<file path="config.mk">
export PLATFORM = sky130hd
export DESIGN_NAME = i2c_target_stretch
export DESIGN_NICKNAME = d
export VERILOG_FILES = /design/src/rtl/i2c_target_stretch.sv
export SDC_FILE = /design/constraint.sdc
export NUM_CORES = 1
export LEC_CHECK = 0
export ABC_AREA = 1
export ABC_CLOCK_PERIOD_IN_PS = 2000
export BUFFER_PORTS_ARGS = -buffer_cell sky130_fd_sc_hd__buf_2
export CAP_MARGIN = 10
export CORE_MARGIN = 8
export CORE_UTILIZATION = 55
export CTS_BUF_LIST = sky130_fd_sc_hd__clkbuf_4 sky130_fd_sc_hd__clkbuf_8 sky130_fd_sc_hd__clkbuf_16
export CTS_CLUSTER_DIAMETER = 120
export DETAILED_ROUTE_END_ITERATION = 6
export GPL_ROUTABILITY_DRIVEN = 0
export GPL_TIMING_DRIVEN = 0
export PLACE_DENSITY = 0.82
export REMOVE_ABC_BUFFERS = 1
export SYNTH_ARGS = -nofsm -noshare
export SYNTH_HDL_FRONTEND = slang
export SYNTH_SLANG_ARGS = --single-unit
</file>
<file path="constraint.sdc">
create_clock -name clk -period 2 [get_ports clk]
set_input_delay 0.1 -clock clk [delete_from_list [all_inputs] [get_ports clk]]
set_output_delay 0.1 -clock clk [all_outputs]
set_load 0.05 [all_outputs]
</file>
<file path="src/rtl/i2c_target_stretch.sv">
module i2c_target_stretch #(
  parameter logic [6:0] DEV_ADDR = 7'h42
) (
  input  logic       clk,
  input  logic       rst_n,
  input  logic       scl_i,
  input  logic       sda_i,
  output logic       scl_pull_o,
  output logic       sda_pull_o,
  output logic [7:0] rx_byte_o,
  output logic       rx_valid_o,
  input  logic [7:0] tx_byte_i,
  output logic       tx_req_o,
  input  logic       byte_done_i
);
  typedef enum logic [2:0] {IDLE, RXB, ACKB, HOLDW, HOLDR, TXB, MACK} st_t;

  st_t        st;
  logic [1:0] scl_sy, sda_sy;
  logic       scl_q, sda_q;
  logic [7:0] shreg;
  logic [3:0] bit_cnt;
  logic       is_addr, rd;

  logic scl_s, sda_s, scl_rise, scl_fall, bus_start, bus_stop;
  assign scl_s     = scl_sy[1];
  assign sda_s     = sda_sy[1];
  assign scl_rise  = scl_s & ~scl_q;
  assign scl_fall  = ~scl_s & scl_q;
  assign bus_start = scl_s & scl_q & sda_q & ~sda_s;
  assign bus_stop  = scl_s & scl_q & ~sda_q & sda_s;

  assign rx_valid_o = (st == HOLDW);
  assign tx_req_o   = (st == HOLDR);

  always_ff @(posedge clk or negedge rst_n) begin
    if (!rst_n) begin
      scl_sy <= 2'b11;
      sda_sy <= 2'b11;
      scl_q  <= 1'b1;
      sda_q  <= 1'b1;
    end else begin
      scl_sy <= {scl_sy[0], scl_i};
      sda_sy <= {sda_sy[0], sda_i};
      scl_q  <= scl_s;
      sda_q  <= sda_s;
    end
  end

  always_ff @(posedge clk or negedge rst_n) begin
    if (!rst_n) begin
      st         <= IDLE;
      shreg      <= '0;
      bit_cnt    <= '0;
      is_addr    <= 1'b0;
      rd         <= 1'b0;
      rx_byte_o  <= '0;
      scl_pull_o <= 1'b0;
      sda_pull_o <= 1'b0;
    end else if (bus_stop) begin
      st         <= IDLE;
      bit_cnt    <= '0;
      scl_pull_o <= 1'b0;
      sda_pull_o <= 1'b0;
    end else if (bus_start) begin
      st         <= RXB;
      bit_cnt    <= '0;
      is_addr    <= 1'b1;
      scl_pull_o <= 1'b0;
      sda_pull_o <= 1'b0;
    end else begin
      unique case (st)
        IDLE: ;
        RXB: begin
          if (scl_rise) begin
            shreg   <= {shreg[6:0], sda_s};
            bit_cnt <= bit_cnt + 4'd1;
          end else if (scl_fall && bit_cnt == 4'd8) begin
            bit_cnt <= '0;
            if (is_addr) begin
              if (shreg[7:1] == DEV_ADDR) begin
                rd         <= shreg[0];
                sda_pull_o <= 1'b1;
                st         <= ACKB;
              end else begin
                st <= IDLE;
              end
            end else begin
              rx_byte_o  <= shreg;
              sda_pull_o <= 1'b1;
              scl_pull_o <= 1'b1;
              st         <= HOLDW;
            end
          end
        end
        ACKB: begin
          if (scl_fall) begin
            sda_pull_o <= 1'b0;
            is_addr    <= 1'b0;
            if (rd) begin
              scl_pull_o <= 1'b1;
              st         <= HOLDR;
            end else begin
              st <= RXB;
            end
          end
        end
        HOLDW: begin
          if (byte_done_i) begin
            scl_pull_o <= 1'b0;
            st         <= ACKB;
          end
        end
        HOLDR: begin
          if (byte_done_i) begin
            shreg      <= tx_byte_i;
            sda_pull_o <= ~tx_byte_i[7];
            scl_pull_o <= 1'b0;
            bit_cnt    <= '0;
            st         <= TXB;
          end
        end
        TXB: begin
          if (scl_rise) begin
            bit_cnt <= bit_cnt + 4'd1;
          end else if (scl_fall) begin
            if (bit_cnt == 4'd8) begin
              bit_cnt    <= '0;
              sda_pull_o <= 1'b0;
              st         <= MACK;
            end else begin
              shreg      <= {shreg[6:0], 1'b0};
              sda_pull_o <= ~shreg[6];
            end
          end
        end
        MACK: begin
          if (scl_rise && sda_s) begin
            st <= IDLE;
          end else if (scl_fall) begin
            scl_pull_o <= 1'b1;
            st         <= HOLDR;
          end
        end
        default: st <= IDLE;
      endcase
    end
  end
endmodule

</file>
; ---- After elaboration in Yosys (flattened, before gate mapping)
; Index checks and enable logic that the tools add are counted.
[word_totals]
inputBits = 13
register_bits = 33
word_cells = 136
[op_classes]
n_bitwise = 17
reduce_logical = 18
muxes = 56
eq_ne = 32
n_addsub = 1
[op_table]
columns = cell, n
row1 = $mux 3, 14
row2 = $mux 8, 5
row3 = $ne 4x4->1 const B, 10
row4 = $mux 4, 8
row5 = $ne 5x5->1 const B, 5
row6 = $pmux 8 s3, 1
row7 = $mux 1, 23
row8 = $pmux 3 s7, 1
row9 = $reduce_and 8->1, 2
row10 = $ne 4x1->1 const B, 3
row11 = $pmux 4 s3, 1
row12 = $reduce_bool 6->1, 2
row13 = $not 1->1, 10
row14 = $reduce_and 10->1, 1
row15 = $eq 3x3->1 const B, 3
row16 = $reduce_and 9->1, 1
row17 = $ne 2x2->1 const B, 4
row18 = $pmux 1 s4, 2
row19 = $and 1x1->1, 7
row20 = $eq 7x7->1 const B, 1
row21 = $reduce_and 7->1, 1
row22 = $eq 3x2->1 const B, 2
row23 = $reduce_and 6->1, 1
row24 = $reduce_and 5->1, 1
row25 = other kinds (13), 15

; ---- Longest topological paths before layout
[depth]
word_depth = 8
mapped_depth = 12
ltp_nobuf = 11

; ---- Worst setup path before layout
; OpenSTA, ideal clock, no wires.
[synth_path]
kind = reg2reg
from = reg st[2]
to = reg scl_pull_o
path_stages_with_launch = 10
arrival_ns = 1.717
setup_slack_ns = 0.164
path_buffers = 1
path_cell_list = dfrtp_1 -> buf_4 -> nor2_1 -> nand2_1 -> nand2_1 -> nor2_1 -> nand2_1 -> nand2_1 -> nand3_1 -> nand2_1
[synth_between]
elab_chain_len = 5
word_cells_on_any_way = 19
[synth_rtl]
columns = item, line_no
row1 = "start, declared", 18  ; st_t st;
row2 = "start signal, assigned", 52  ; st <= IDLE;
row3 = "start signal, assigned", 61  ; st <= IDLE;
row4 = "start signal, assigned", 66  ; st <= RXB;
row5 = $eq 3x2->1 (*), n/a
row6 = via rx_valid_o, 11  ; output logic rx_valid_o,
row7 = $reduce_or 2->1 (no line) (*), n/a
row8 = $pmux 1 s4, 72  ; unique case (st)
row9 = $mux 1, 65  ; end else if (bus_start) begin
row10 = $mux 1, 60  ; end else if (bus_stop) begin
row11 = "end signal, assigned", 58  ; scl_pull_o <= 1'b0;
row12 = "end signal, assigned", 63  ; scl_pull_o <= 1'b0;
row13 = "end signal, assigned", 69  ; scl_pull_o <= 1'b0;
row14 = "end, declared", 8  ; output logic scl_pull_o,
; The timed path passes the listed nets; every way through them passes the cells marked *.
; A chain may end at the register's enable or synchronous reset.

; ---- Final worst setup path
[layout_path]
from = reg scl_sy[1]
to = reg st[2]
[layout_between]
elab_chain_len = 6
word_cells_on_any_way = 25
[layout_rtl]
columns = item, line_no
row1 = "start, declared", 19  ; logic [1:0] scl_sy, sda_sy;
row2 = "start signal, assigned", 43  ; scl_sy <= {scl_sy[0], scl_i};
row3 = $and 1x1->1, 28  ; assign scl_rise = scl_s & ~scl_q;
row4 = $logic_and 1x1->1, 138  ; if (scl_rise && sda_s) begin
row5 = $mux 3, 138
row6 = $pmux 3 s7, 72
row7 = $mux 3, 65
row8 = $mux 3, 60
row9 = "end signal, assigned", 61
row10 = "end signal, assigned", 66
row11 = "end signal, assigned", 139  ; st <= IDLE;
; Several ways; a longest one is shown, not always the timed one.

==> impl_metrics.env <==
export IMPL_layout_setup_ws_ns=0.168
export IMPL_h_tree_depth=2
export IMPL_worst_pin_slew_ns=0.697
export IMPL_insertedDiodeCount=0
export IMPL_globalRouteOverflowTotal=0
export IMPL_grt_setup_unrepaired="no"
export IMPL_crit_arrival_ns=2.01
export IMPL_first_global_vias=1726
export IMPL_power_share_clock=0.322
export IMPL_worst_path_max_fanout=13
export IMPL_synth_seq_cells=33
export IMPL_syn2layout_area_growth_pct=14.2
export IMPL_timing_fmax_ghz=0.546
export IMPL_ctsLongestPathBuffers=2
export IMPL_report_final_hold_viol_count=0
export IMPL_syn_instance_count=264
export IMPL_vdd_ir_drop_worst_mv=0.540
export IMPL_cts_buffers=5
export IMPL_global_route_usage_total=0.155
export IMPL_leakage_power_nw=1.19
export IMPL_drt_iter0_markers=178
export IMPL_timing_final_max_slew_violations=0
export IMPL_floorplan_initialDensity=0.564
export IMPL_critical_path_endpoint_type="register"
export IMPL_routed_wire_length_um=4410
export IMPL_setup_tns_ns=0
export IMPL_power_share_switching=0.343
export IMPL_detailed_place_hpwl_um=3140
export IMPL_die_area_um2=5940
export IMPL_holdWs_ns=0.151
export IMPL_max_cap_violations=0
export IMPL_clkSinkCount=33
export IMPL_run_status="finished clean"
export IMPL_placement_rows=22
export IMPL_final_setup_skew_ns=0.00349
export IMPL_timing_slew_headroom=0.535
export IMPL_avgSynthCellArea_um2=7.76
export IMPL_critPathLaunchType="register"
export IMPL_postCtsSetupRepairBufs=0
export IMPL_ant_nets=0
export IMPL_netSwitchingPower_uw=696
export IMPL_critical_path_class="reg2reg"
export IMPL_grt_antenna_before_repair=0
export IMPL_clock_latency_ns=0.28
export IMPL_synth_sequential_area_ratio=0.407
export IMPL_detailedPlace_worstSlack_ns=0.0606
export IMPL_cp_data_required_time_ns=2.18
export IMPL_design_core_area_um2=3630
export IMPL_period_share=0.916
export IMPL_internal_power_mw=1.33
export IMPL_die_w_um=77.0
export IMPL_power_share_combinational=0.274
export IMPL_nNetsFinal=309
export IMPL_grt_first_pass_wirelength_um=7670
export IMPL_ys_warn_count=0
export IMPL_drt_pre_antenna_iters=4
export IMPL_wire_per_inst_um=13.0
export IMPL_worst_setup_hold_path_clk_slew_ns=0.07
export IMPL_num_vias=1790
export IMPL_final_layout_size_suffix_gt1_frac=0.253
export IMPL_clockRootBuffer="clkbuf_8"
export IMPL_tritoncts_clock_tree="done"
export IMPL_vias_per_cell=5.26
export IMPL_die_height_um=77.0
export IMPL_power_per_cell_area_nw_per_um2=867
export IMPL_io_buffer_count=24
export IMPL_synth_cell_area_um2=2050
export IMPL_seq_power_share=0.404
export IMPL_synth_distinct_cells=30
export IMPL_fin_crit_ns=1.83
export IMPL_design_portCount=25
export IMPL_maximum_number_of_pins_on_one_net_before_global_route_repair=34
export IMPL_post_route_drc_count=0
export IMPL_path_category_of_the_worst_min_delay_check="in2reg"
export IMPL_setup_violations_final=0
## state kept, by name, summed over array words and instances, names as in the netlist
name,cells
bit_cnt,4
is_addr,1
rd,1
rx_byte_o,8
scl_pull_o,1
scl_q,1
scl_sy,2
sda_pull_o,1
sda_q,1
sda_sy,2
shreg,8
st,3
## placed cells by master (no fill, tap or decap), drive strengths merged, types with 2 or more instances in the layout
master	Yosys	routed
clkbuf	0	6
nor2	33	33
inv	29	29
nand3	34	34
buf	7	24
nand4	3	3
dfrtp	27	27
nand2	81	81
dfstp	6	6
nand3b	2	2
ha	5	5
dlygate4sd3	0	3
nor3	3	3
o21ai	21	21
a21oi	9	9
## cells by family after synthesis
| family | Yosys count | share of synthesized area |
|---|---|---|
| compound gates | 32 | 0.0873 |
| xor+xnor | 2 | 0.00855 |
| fa+ha+maj | 5 | 0.0305 |
| buf+inv | 36 | 0.0873 |
| flops | 33 | 0.407 |
| simple gates | 156 | 0.380 |
## final cells by class
type	count	area, µm²
Multi-Input combinational cell	195	1060
Fill cell	335	1290
Clock inverter	2	37.5
Inverter	29	114
Timing Repair Buffer	27	150
Tap cell	48	60.1
Clock buffer	6	82.6
Sequential cell	33	833
## worst paths after layout
kind                            slack, ns  cells after the start          to    startpoint
max in group asynchronous            1.15                      2  scl_pull_o         rst_n
worst min register to register       0.35                      0   sda_sy[1]     sda_sy[0]
worst min-delay path                 0.15                      3    shreg[7]  tx_byte_i[7]
worst max-delay path                 0.17                     10       st[2]     scl_sy[1]
min in group asynchronous            0.40                      2  bit_cnt[1]         rst_n
worst max register to register       0.17                     10       st[2]     scl_sy[1]
## Yosys cell counts
cell	instances	area, µm²
o21ai_2	2	17.5
o21ai_1	9	45.0
buf_4	2	15.0
xnor2_1	1	8.76
inv_4	2	12.5
nand2_1	73	274
nand3_4	2	35.0
nand3_2	3	30.0
a21oi_2	1	8.76
o21ai_0	10	50.1
dfstp_2	6	158
nand3_1	29	145
nand2_2	4	25.0
nor3_1	3	15.0
inv_1	21	78.8
nor2_1	28	105
nor2_2	1	6.26
a32oi_1	1	8.76
inv_2	6	22.5
dfrtp_1	27	676
buf_2	1	5.00
ha_1	5	62.6
nand3b_1	2	15.0
nor2_4	4	45.0
nand4_2	3	37.5
buf_6	4	45.0
xor2_1	1	8.76
a22o_1	1	8.76
a21oi_1	8	40.0
nand2_4	4	45.0
## critical path: stages, from the launching register on
cell and delay, ns:
dfstp_2 0.57, ha_2 0.22, nand2_1 0.09, nand2_2 0.08
nand2_4 0.15, nand2_2 0.16, nand3_4 0.09, nor2_4 0.17
nand2_2 0.08, nand2_1 0.06, nand2_1 0.06
## repair_timing
action	4_1_cts	5_1_grt
setup endpoints to repair	0	18
gates resized for setup	0	6
hold endpoints to repair	29	0
hold buffers	3	0
## power by group through the flow
stage | Combinational [mW] | Sequential, mW | Clock [mW]
after floorplan | 0.351 | 0.891 | 0
after global placement | 0.531 | 0.827 | 0
after detailed placement | 0.540 | 0.831 | 0
after CTS | 0.554 | 0.818 | 0.663
after global routing | 0.620 | 0.829 | 0.678
final | 0.556 | 0.819 | 0.654
## stage by stage
stage / power, mW / utilization / area (µm²) / std cells
3_5_place_dp: 1.37 / 0.596 / 2160 / 329
2_1_floorplan: 1.24 / - / 1980 / 257
5_1_grt: 2.13 / 0.644 / 2340 / 340
3_3_place_gp: 1.36 / 0.596 / 2160 / 329
6_report: 2.03 / 0.644 / 2340 / 340
4_1_cts: 2.04 / 0.637 / 2310 / 340
## layer usage
metal	up-vias	part of all wire	routed length, µm	global-route usage
met2	48	0.48	2110	0.251
met4	0	0.020	88	0.0623
li1	906	-	-	-
met1	826	0.45	2000	0.195
met3	10	0.050	221	0.0350
met5	-	0	0	0
(Power assumes the default switching activity.)
